===== config.mk =====
export PLATFORM = sky130hd
export DESIGN_NAME = startupGuard
export DESIGN_NICKNAME = d
export VERILOG_FILES = /design/src/rtl/startupGuardPkg.sv /design/src/rtl/startupGuardPath.sv /design/src/rtl/startupGuardCtrl.sv /design/src/rtl/startupGuard.sv
export SDC_FILE = /design/constraint.sdc
export NUM_CORES = 1
export LEC_CHECK = 0
export ABC_AREA = 1
export BUFFER_PORTS_ARGS = -buffer_cell sky130_fd_sc_hd__clkbuf_2
export CAP_MARGIN = 20
export CORE_UTILIZATION = 61
export DETAILED_ROUTE_END_ITERATION = 12
export PLACE_DENSITY = 0.81
export SLEW_MARGIN = 20
export SYNTH_ARGS = -nofsm -noshare
export SYNTH_HDL_FRONTEND = slang
export SYNTH_SLANG_ARGS = --single-unit

===== constraint.sdc =====
create_clock -name clk -period 2.3 [get_ports clk]
set_input_delay 0.46 -clock clk [delete_from_list [all_inputs] [get_ports clk]]
set_output_delay 0.46 -clock clk [all_outputs]
set_load 0.02 [all_outputs]

===== src/rtl/startupGuardPkg.sv =====
package startupGuardPkg;

  typedef enum logic [2:0] {
    ST_WAIT,
    ST_RAMP,
    ST_DONE,
    ST_HOLD,
    ST_OVLATCH,
    ST_UVLATCH,
    ST_NOLOAD
  } guardState_e;

  typedef struct packed {
    logic clear;   // zero accumulator and tick count
    logic load;    // capture target from select code
    logic step;    // advance one ramp tick
  } rampCmd_t;

endpackage


===== src/rtl/startupGuardPath.sv =====
module startupGuardPath
  import startupGuardPkg::*;
#(
  parameter int REF_W     = 16,
  parameter int VID_W     = 5,
  parameter int RAMP_LOG2 = 11,
  parameter int BASE_MV   = 1850,
  parameter int STEP_MV   = 25,
  parameter int HS_MV     = 1000,
  parameter int UV_MV     = 800
) (
  input  logic             clk,
  input  logic             rstN,
  input  rampCmd_t         cmd,
  input  logic [VID_W-1:0] vid,
  output logic [REF_W-1:0] refMv,
  output logic             rampLast,
  output logic             refAtHs,
  output logic             refAtUv
);
  localparam int ACC_W      = REF_W + RAMP_LOG2;
  localparam int CNT_W      = RAMP_LOG2 + 1;
  localparam int RAMP_TICKS = 1 << RAMP_LOG2;

  logic [REF_W-1:0] target;
  logic [ACC_W-1:0] acc;
  logic [CNT_W-1:0] cnt;
  logic [REF_W-1:0] vidMv;

  assign vidMv = REF_W'(BASE_MV - STEP_MV * int'(vid));

  always_ff @(posedge clk or negedge rstN) begin
    if (!rstN) begin
      target <= '0;
      acc    <= '0;
      cnt    <= '0;
    end else begin
      if (cmd.load) target <= vidMv;
      if (cmd.clear) begin
        acc <= '0;
        cnt <= '0;
      end else if (cmd.step) begin
        acc <= acc + ACC_W'(target);
        cnt <= cnt + 1'b1;
      end
    end
  end

  assign refMv    = acc[ACC_W-1:RAMP_LOG2];
  assign rampLast = (cnt == CNT_W'(RAMP_TICKS - 1));
  assign refAtHs  = (refMv >= REF_W'(HS_MV));
  assign refAtUv  = (refMv >= REF_W'(UV_MV));

endmodule


===== src/rtl/startupGuardCtrl.sv =====
module startupGuardCtrl
  import startupGuardPkg::*;
(
  input  logic     clk,
  input  logic     rstN,
  input  logic     tick,
  input  logic     vccGood,
  input  logic     drvGood,
  input  logic     inhibit,
  input  logic     vidAllOnes,
  input  logic     ovFlag,
  input  logic     uvFlag,
  input  logic     rampLast,
  input  logic     refAtHs,
  input  logic     refAtUv,
  output rampCmd_t cmd,
  output logic     lowEn,
  output logic     highEn,
  output logic     uvEn,
  output logic     pgEn,
  output logic     fault
);
  guardState_e state, stateNext;
  logic uvSeen, uvSeenNext, uvArm, uvTrip, suppliesOk, active, activeNext;

  assign suppliesOk = vccGood && drvGood;
  assign active     = (state == ST_RAMP) || (state == ST_DONE);
  assign uvArm      = ((state == ST_RAMP) && refAtUv) || (state == ST_DONE);
  assign uvTrip     = tick && uvFlag && uvArm && uvSeen;

  always_comb begin
    stateNext = state;
    unique case (state)
      ST_WAIT: begin
        if (vidAllOnes)      stateNext = ST_NOLOAD;
        else if (inhibit)    stateNext = ST_HOLD;
        else if (suppliesOk) stateNext = ST_RAMP;
      end
      ST_RAMP, ST_DONE: begin
        if (ovFlag)           stateNext = ST_OVLATCH;
        else if (uvTrip)      stateNext = ST_UVLATCH;
        else if (vidAllOnes)  stateNext = ST_NOLOAD;
        else if (inhibit)     stateNext = ST_HOLD;
        else if (!suppliesOk) stateNext = ST_WAIT;
        else if ((state == ST_RAMP) && tick && rampLast) stateNext = ST_DONE;
      end
      ST_HOLD: if (!inhibit) stateNext = ST_WAIT;
      default: stateNext = state;
    endcase
  end

  assign activeNext = (stateNext == ST_RAMP) || (stateNext == ST_DONE);

  always_comb begin
    cmd.clear = !activeNext;
    cmd.load  = (state == ST_WAIT);
    cmd.step  = (state == ST_RAMP) && tick && activeNext;
  end

  always_comb begin
    uvSeenNext = uvSeen;
    if (!uvFlag || !uvArm) uvSeenNext = 1'b0;
    else if (tick)         uvSeenNext = 1'b1;
  end

  always_ff @(posedge clk or negedge rstN) begin
    if (!rstN) begin
      state  <= ST_WAIT;
      uvSeen <= 1'b0;
    end else begin
      state  <= stateNext;
      uvSeen <= uvSeenNext;
    end
  end

  always_comb begin
    lowEn  = 1'b0;
    highEn = 1'b0;
    uvEn   = 1'b0;
    pgEn   = 1'b0;
    fault  = 1'b0;
    unique case (state)
      ST_WAIT:    lowEn = drvGood;
      ST_RAMP: begin
        lowEn  = 1'b1;
        highEn = refAtHs;
        uvEn   = uvArm;
      end
      ST_DONE: begin
        lowEn  = 1'b1;
        highEn = 1'b1;
        uvEn   = 1'b1;
        pgEn   = 1'b1;
      end
      ST_OVLATCH: begin
        lowEn = 1'b1;
        fault = 1'b1;
      end
      ST_UVLATCH: fault = 1'b1;
      default: ;
    endcase
  end

  logic unusedActive;
  assign unusedActive = active;

endmodule


===== src/rtl/startupGuard.sv =====
module startupGuard
  import startupGuardPkg::*;
#(
  parameter int REF_W     = 16,
  parameter int VID_W     = 5,
  parameter int RAMP_LOG2 = 11
) (
  input  logic             clk,
  input  logic             rstN,
  input  logic             tick,
  input  logic             vccGood,
  input  logic             drvGood,
  input  logic             inhibit,
  input  logic [VID_W-1:0] vid,
  input  logic             ovFlag,
  input  logic             uvFlag,
  output logic [REF_W-1:0] refMv,
  output logic             lowEn,
  output logic             highEn,
  output logic             uvEn,
  output logic             pgEn,
  output logic             fault
);
  rampCmd_t cmd;
  logic rampLast, refAtHs, refAtUv;

  startupGuardPath #(
    .REF_W(REF_W), .VID_W(VID_W), .RAMP_LOG2(RAMP_LOG2)
  ) path (
    .clk(clk), .rstN(rstN), .cmd(cmd), .vid(vid),
    .refMv(refMv), .rampLast(rampLast), .refAtHs(refAtHs), .refAtUv(refAtUv)
  );

  startupGuardCtrl ctrl (
    .clk(clk), .rstN(rstN), .tick(tick),
    .vccGood(vccGood), .drvGood(drvGood), .inhibit(inhibit),
    .vidAllOnes(&vid), .ovFlag(ovFlag), .uvFlag(uvFlag),
    .rampLast(rampLast), .refAtHs(refAtHs), .refAtUv(refAtUv),
    .cmd(cmd), .lowEn(lowEn), .highEn(highEn), .uvEn(uvEn),
    .pgEn(pgEn), .fault(fault)
  );

endmodule


==> results of run 1 <==
## final timing paths
check | startpoint | to | slack (ns) | cells after the start
max in group asynchronous | rstN | path.acc[21] | 1.56 | 2
min in group clk | uvFlag | ctrl.uvSeen | 0.41 | 2
max | vid[2] | path.target[8] | 0.05 | 11
max reg2reg | path.acc[0] | path.acc[6] | 0.13 | 11
min reg2reg | path.target[2] | path.target[2] | 0.50 | 2
min | rstN | path.cnt[4] | 0.25 | 2
## area by class of cell
| cell class | count | area share [%] |
|---|---|---|
| tap | 77 | 2.04 |
| clock inverter | 2 | 0.265 |
| timing repair buffer | 61 | 8.57 |
| clock buffer | 6 | 1.75 |
| inverter | 69 | 5.48 |
| sequential | 54 | 28.6 |
| multi-input combinational | 362 | 53.3 |
## synth_stat cells (2+ instances only)
cell type    n
a21oi_1     19
a31oi_1      4
buf_4       16
buf_8        3
clkbuf_1     3
dfrtp_1     54
fa_1         2
ha_1        30
inv_1       63
inv_2        6
mux2i_1      3
nand2_1    106
nand3_1     26
nand4_1      5
nor2_1      44
nor2_4      31
nor3_1       9
nor3_2       2
o21ai_0     30
o31ai_1      2
or2_2        5
xnor2_1      9
xor2_1      23
## worst max-delay path: stages
cell,delay [ns]
clkbuf_4,0.15
ha_4,0.25
ha_4,0.24
ha_4,0.24
a21oi_2,0.14
nand2_2,0.08
or2_4,0.26
a21oi_2,0.15
nand2_1,0.11
or2_4,0.27
a31oi_1,0.15
## per-layer routing
metal | up-vias | GRT usage, % | share of wire (%)
met1 | 1570 | 29.1 | 43
li1 | 1690 | - | -
met3 | 29 | 3.36 | 3.2
met4 | 0 | 11.4 | 3.1
met5 | - | 0 | 0
met2 | 80 | 43.1 | 51
## power groups by stage
stage	clock (µW)	sequential [µW]	combinational [µW]
2_1_floorplan	0	1170	1100
3_3_place_gp	0	1200	1390
3_5_place_dp	0	1200	1430
4_1_cts	565	1180	1430
5_1_grt	605	1200	1680
6_report	556	1180	1500
## sequential cells by signal (all words and copies together), names as in the netlist
register and cells:
path.acc 27, path.cnt 12, path.target 11, ctrl.state 3
ctrl.uvSeen 1
## kinds of logic after synthesis
group / count (synthesis)
and+or+nand+nor: 234
xor gates and xnor gates: 32
buffers and inverters: 92
AOI/OAI and AO/OA: 61
adders and majority gates: 32
muxes: 3
DFF: 54
## metrics by stage
step | total power (µW) | setup TNS [ns]
finish | 3240 | 0
global route | 3480 | -0.0595
CTS | 3180 | 0
detailed placement | 2620 | -1.28
global placement | 2580 | -0.643
floorplan | 2270 | 0
## repair_timing
| item | 4_1_cts | 5_1_grt |
|---|---|---|
| endpoints found under the hold margin | 0 | 0 |
| endpoints found under the setup margin | 0 | 41 |
| buffers inserted | 0 | 5 |
| hold buffers | 0 | 0 |
| resized for setup | 0 | 32 |
==> impl_metrics.ini, run 1 <==
[synthesis]
yosys.area_share.adder_pct = 10.2
yosysTopAreaCell = dfrtp_1
synth-warning-count = 0
synth-seq-area-share_pct = 33.0
synth_edf_count = 0
synth_top_family_by_area = simple AND/OR/NAND/NOR gates
synth-async-reset-ratio_pct = 100
synth-main-ff-cell = dfrtp_1
synth_nets = 553
synth.area.mux_share_pct = 0.734
synth_area_um2 = 4090
syn_area_per_cell_um2 = 8.05
netlist_instances = 508
netlist.area_leader.share_pct = 33.0
synth-simple-area-share_pct = 30.3
ys_types = 36
synth_seq_cells = 54
synth_compound_area_share_pct = 8.11
synthTopCellsByArea = dfrtp_1, nand2_1, ha_1, nor2_4, inv_1
synthXorXnorAreaFrac_pct = 6.85

[flow_run]
cap_violations = 0

[clocking]
cts_inserted_buffers = 5
clk_latency_ns = 0.31
clockBufferDepth = 2
clkSinkCount = 54
ctsRootBufferMaster = clkbuf_8
htreeDepth = 2
tritoncts = yes
clk_pin_slew_ns = 0.10

[setup_path]
path_class = in -> reg
critPathLaunchType = input pin
crit_path_max_fanout = 4
cp.required_ns = 2.54
endpoint_kind = flip-flop
worstPathArrival_ns = 2.49

[status]
status = finished with violations
violations = design-rule violations

[pwr]
power.switching_uw = 1360
comb_power_share_pct = 46.3
ir_drop_uv = 847
p_int_uw = 1880
total_leakage_power_uw = 0.00219
seq_power_share_pct = 36.5
switching_share_pct = 41.9
power.share.clock_pct = 17.2
power_density_nw_per_um2 = 684

[floorplanning]
dieWidth_um = 83.9
dieArea_um2 = 7040
initial_core_util_pct = 63.7
core_um2 = 6420
pin_count = 34
fp-row-count = 29
die_h_um = 83.9

[detailed_routing]
drc_errors = 4
post_drt_wl_per_cell_um = 13.0
wl_um = 8200
drt_iter0_drc = 175
vias = 3369
ant_nets = 0
drt_pass1_iterations = 8
vias_per_cell = 5.34

[cells_and_area]
fin_util_pct = 73.6
final_cells = 631
final_common_cell = nand2_1
multi_input_area_um2 = 2520
stdcell_area_um2 = 4730
area_growth_pct = 15.6
antenna_cells = 0
ff_latch_area_um2 = 1350
nFillCells = 461
layout.nets = 598
most-common-layout-cells = nand2_1, inv_1, dfrtp_1, nor2_1
drive_gt1_share_pct = 27.6

[placed_design]
dp_hpwl_um = 6200
postPlaceCellArea_um2 = 4480
gp_congestion = 0.902
dp_cells = 618
io_buffers = 33
pre_cts_ws_ns = -0.316

[grt]
grt_max_degree = 55
grt_antenna_before_repair = 0
overflow = 0
track_usage_pct = 24.3
grt_pass1_wl_um = 14000
grt_pass1_vias = 3368

[hold_path]
worstHoldPathType = in -> async

[timing]
period_needed_ns = 2.25
finalSetupViolCount = 0
slew_headroom_pct = 55.5
min_period_over_period_pct = 98.0
setup_slack_ns = 0.0463
slew_violations = 0
hold_violations = 0
fmax_ghz = 0.444
holdWs_ns = 0.253
fin_worst_skew_ns = 0.0120
worst_pin_slew_ns = 0.668
(Power assumes the default switching activity.)
==> run 2: changes to the inputs <==
--- a/config.mk
+++ b/config.mk
@@ -11,6 +11,7 @@
 export CORE_UTILIZATION = 61
 export DETAILED_ROUTE_END_ITERATION = 12
 export PLACE_DENSITY = 0.81
+export REMOVE_ABC_BUFFERS = 1
 export SLEW_MARGIN = 20
 export SYNTH_ARGS = -nofsm -noshare
 export SYNTH_HDL_FRONTEND = slang
==> impl_metrics.ini, run 2 (synthesis results as in run 1) <==
[status]
status = finished with violations
violations = design-rule violations, negative setup slack

[timing]
setup_slack_ns = -0.0559
holdWs_ns = 0.0435
fin_worst_skew_ns = 0.00791
hold_violations = 0
slew_violations = 0
worst_pin_slew_ns = 0.370
min_period_over_period_pct = 102
finalSetupViolCount = 2
fmax_ghz = 0.424
setup_tns_ns = -0.0618
period_needed_ns = 2.36
slew_headroom_pct = 75.1

[setup_path]
cp.required_ns = 2.49
critPathLaunchType = input pin
cpPeakStageDelay_ns = 0.26
crit_slowest_cell = ha_4
endpoint_kind = flip-flop
crit_path_max_fanout = 4
cp_cell_sequence = clkbuf_4 > ha_4 > ha_4 > ha_4 > a21oi_2 > nand2_2 > or2_4 > a21oi_4 > nand2_2 > nand2_1 > xor2_1 > o21ai_1
cp.buffers_inverters = 1
path_common_cell = ha_4
crit_family = adder cells
path_class = in -> reg
worstPathArrival_ns = 2.55

[pwr]
seq_power_share_pct = 35.8
power_density_nw_per_um2 = 695
comb_power_share_pct = 49.0
power.share.clock_pct = 15.2
total_leakage_power_uw = 0.00219
power.switching_uw = 1440
switching_share_pct = 43.0
p_int_uw = 1900
ir_drop_uv = 883

[cells_and_area]
layout.nets = 601
antenna_cells = 0
largest_reg_flops = 27
final_common_cell = nand2_1
reg.largest.list = path.acc: 27 flops, path.cnt: 12 flops, path.target: 11 flops
fin_util_pct = 74.8
area_growth_pct = 17.4
most-common-layout-cells = nand2_1, inv_1, dfrtp_1, nor2_1, nor2_4
max_flop_register = path.acc
drive_gt1_share_pct = 29.5
final_cells = 633

[detailed_routing]
ant_nets = 0
vias_per_cell = 5.56
drt_pass1_iterations = 9
drc_errors = 2
vias = 3517
wl_um = 9330
post_drt_wl_per_cell_um = 14.7
drt_iter0_drc = 353

[floorplanning]
dieWidth_um = 83.9
initial_core_util_pct = 63.7
fp-row-count = 29
die_h_um = 83.9
pin_count = 34
dieArea_um2 = 7040
core_um2 = 6420

[grt]
grt_max_degree = 26
overflow = 0
grt_antenna_before_repair = 0
track_usage_pct = 26.7
grt_pass1_vias = 3445
grt_pass1_wl_um = 15400

[clocking]
hold_buffers = 0
clockBufferDepth = 2
clk_latency_ns = 0.31
clkSinkCount = 54
ctsRootBufferMaster = clkbuf_8
htreeDepth = 2
clk_pin_slew_ns = 0.10
tritoncts = yes
cts_inserted_buffers = 5

[placed_design]
gp_congestion = 0.888
dp_hpwl_um = 6400
dp_cells = 619
pre_cts_ws_ns = -0.496
io_buffers = 33

[flow_run]
cap_violations = 0

[hold_path]
worstHoldPathType = in -> async
run 2: changes by cell type in the layout (fill, tap and decap cells not counted), moves of 2 or more:
cell      delta
nand2_2      +3
buf_4        +2
clkbuf_1     +2
o21ai_1      -2
nand2_1      -3
ha_2         +2
nand3_1      -2
nand3_2      +2
ha_1         -2
run 2: layout make-up:
class | instances | area (µm²)
Multi-Input combinational cell | 362 | 2570
Tap cell | 77 | 96.3
Fill cell | 434 | 1620
Sequential cell | 54 | 1350
Clock buffer | 7 | 76.3
Timing Repair Buffer | 64 | 442
Inverter | 69 | 259
run 2: per-stage QoR:
stage	area, µm²	total power (µW)
6_report	4800	3340
5_1_grt	4800	3550
4_1_cts	4580	3130
3_5_place_dp	4380	2590
3_3_place_gp	4380	2530
2_1_floorplan	3910	2160
run 2: metal layers:
metal	part of all wire, %	global-route usage [%]	vias to the layer above
li1	-	-	1691
met1	41	32.0	1679
met4	2.5	9.72	0
met2	53	48.7	119
met3	3.3	3.46	28
met5	0	0	-
run 2: worst register-to-register path: stages (launching register included):
cell	delay [ns]
dfrtp_1	0.41
ha_2	0.38
nand2_1	0.08
nor2_1	0.18
nand3_1	0.10
nand2_1	0.11
nand3_1	0.12
inv_1	0.14
nand3_2	0.12
nor2_2	0.20
nand2_1	0.08
nand3_1	0.09
nor2_1	0.04
run 2: repair_timing:
item | CTS | global route
gates resized for setup | 16 | 50
cloned | 0 | 0
setup endpoints to repair | 4 | 44
setup buffers | 2 | 6
pin swaps | 5 | 13
run 2: path summary, 6_finish.rpt:
check,start,end,slack (ns),cells after the start
worst max-delay path,vid[2],path.target[9],-0.06,12
worst min-delay path,rstN,path.acc[12],0.04,1
min in group clk,uvFlag,ctrl.uvSeen,0.42,2
max in group asynchronous,rstN,path.target[4],1.62,2
worst min register to register,path.target[0],path.target[0],0.50,2
worst max register to register,path.target[8],path.acc[21],0.14,12
run 2: power by group through the flow:
stage / Sequential, µW / Combinational, µW / Clock (µW)
after floorplan: 1170 / 987 / 0
after CTS: 1190 / 1440 / 507
after detailed placement: 1200 / 1380 / 0
final: 1200 / 1630 / 506
after global placement: 1200 / 1340 / 0
after global routing: 1210 / 1780 / 549
==> run 3: changes to the inputs <==
--- a/config.mk
+++ b/config.mk
@@ -8,9 +8,8 @@
 export ABC_AREA = 1
 export BUFFER_PORTS_ARGS = -buffer_cell sky130_fd_sc_hd__clkbuf_2
 export CAP_MARGIN = 20
-export CORE_UTILIZATION = 61
+export CORE_UTILIZATION = 43
 export DETAILED_ROUTE_END_ITERATION = 12
-export PLACE_DENSITY = 0.81
 export REMOVE_ABC_BUFFERS = 1
 export SLEW_MARGIN = 20
 export SYNTH_ARGS = -nofsm -noshare
==> impl_metrics.ini, run 3 (synthesis results as in run 1) <==
[cells_and_area]
largest_reg_flops = 27
stdcell_area_um2 = 4840
ff_latch_area_um2 = 1350
nFillCells = 896
antenna_cells = 0
area_growth_pct = 18.4
layout.nets = 600
final_common_cell = nand2_1
multi_input_area_um2 = 2500
final_cells = 685
reg.largest.list = path.acc: 27 flops, path.cnt: 12 flops, path.target: 11 flops
most-common-layout-cells = nand2_1, inv_1, dfrtp_1, nor2_1, nor2_4
drive_gt1_share_pct = 27.9
max_flop_register = path.acc

[hold_path]
worstHoldPathType = in -> async

[detailed_routing]
ant_nets = 0
drc_errors = 0
drt_pass1_iterations = 6
vias_per_cell = 4.69
drt_iter0_drc = 99
wl_um = 7960
vias = 3215
post_drt_wl_per_cell_um = 11.6

[status]
status = completed

[grt]
grt_max_degree = 55
grt_antenna_before_repair = 0
grt_pass1_wl_um = 13900
track_usage_pct = 17.4
overflow = 0
grt_pass1_vias = 3103

[setup_path]
cp.required_ns = 2.54
rrSetupSlack_ns = 0.14
worstPathArrival_ns = 2.46
cp_cell_sequence = clkbuf_4 > ha_4 > ha_4 > ha_4 > a21oi_2 > nand2_2 > or2_4 > a21oi_2 > nand2_1 > or2_4 > a31oi_1
ff2ff_path_depth = 11
path_class = in -> reg
rr_endpoint = path.cnt[11]
endpoint_kind = flip-flop
path_common_cell = ha_4
crit_path_max_fanout = 4
r2r-start = ctrl.state[1]
startpoint = vid[2]
crit_slowest_cell = ha_4
cpPeakStageDelay_ns = 0.25
critPathLaunchType = input pin
crit_path_end = path.target[8]

[timing]
worst_pin_slew_ns = 0.371
fmax_ghz = 0.451
slew_violations = 0
rsz0062_at_grt = yes
hold_violations = 0
slew_headroom_pct = 75.1
holdWs_ns = 0.137
finalSetupViolCount = 0
fin_worst_skew_ns = 0.00841
min_period_over_period_pct = 96.5
setup_tns_ns = 0
period_needed_ns = 2.22

[floorplanning]
core_um2 = 9240
pin_count = 34
fp-row-count = 35
dieWidth_um = 99.5
initial_core_util_pct = 44.3
dieArea_um2 = 9910
die_h_um = 99.5

[placed_design]
postPlaceCellArea_um2 = 4470
gp_congestion = 0.811
dp_hpwl_um = 6100
io_buffers = 33
dp_cells = 672

[pwr]
power_density_nw_per_um2 = 691
comb_power_share_pct = 45.4
seq_power_share_pct = 35.3
power.share.clock_pct = 19.3
total_leakage_power_uw = 0.00220
power_uw = 3350
switching_share_pct = 40.9
power.switching_uw = 1370
p_int_uw = 1980
ir_drop_uv = 619

[clocking]
ctsRootBufferMaster = clkbuf_8
tritoncts = yes
htreeDepth = 2
clk_latency_ns = 0.31
clkSinkCount = 54
clk_pin_slew_ns = 0.10
clockBufferDepth = 2
cts_inserted_buffers = 5

[flow_run]
cap_violations = 0
run 3: cell types whose count changed in the layout (fill, tap and decap cells not counted), sizes merged:
cell      change
bufinv        +1
clkbuf        -3
clkinvlp      +2
run 3: how the worst min path moves through the flow:
stage	endpoint	cells after the start
6_report	path.cnt[3]	2
5_1_grt	path.cnt[3]	2
4_1_cts	path.cnt[4]	2
3_5_place_dp	path.target[2]	2
3_3_place_gp	path.cnt[4]	2
2_1_floorplan	ctrl.state[0]	0
run 3: critical path, delay by kind of cell:
kind,cells,cell delay (ns)
buf+inv,1,0.15
simple gates,4,0.63
compound gates,3,0.47
fa+ha+maj,3,0.74
run 3: power by group through the flow:
stage,Sequential [µW],Clock [µW],Combinational (µW)
2_1_floorplan,1170,0,987
3_3_place_gp,1190,0,1390
3_5_place_dp,1200,0,1410
4_1_cts,1180,675,1460
5_1_grt,1200,706,1700
6_report,1180,646,1520
run 3: area by class of cell:
cell class | count | area share (%)
multi-input combinational | 362 | 51.6
timing repair buffer | 63 | 9.40
tap | 129 | 3.33
clock inverter | 3 | 0.930
clock buffer | 5 | 1.42
sequential | 54 | 28.0
inverter | 69 | 5.35
run 3: layer usage:
layer / global-route usage [%] / share of wire (%) / vias up / wire (µm)
li1: - / - / 1691 / -
met1: 22.2 / 49 / 1470 / 3890
met2: 30.6 / 48 / 45 / 3790
met3: 2.53 / 2.2 / 9 / 172
met4: 4.64 / 1.4 / 0 / 114
met5: 0 / 0 / - / 0
run 3: metrics by stage:
| stage | setup slack [ns] | utilization (%) |
|---|---|---|
| finish | 0.0808 | 52.4 |
| global route | -0.0103 | 52.4 |
| CTS | 0.00457 | 50.7 |
| detailed placement | -0.493 | 48.4 |
| global placement | -0.439 | 48.4 |
| floorplan | -0.246 | - |
run 3: timing repair:
item | in CTS | in global routing
setup buffers | 0 | 5
pin swaps | 3 | 8
resized for setup | 13 | 42
hold buffers | 0 | 0
endpoints found under the setup margin | 4 | 44
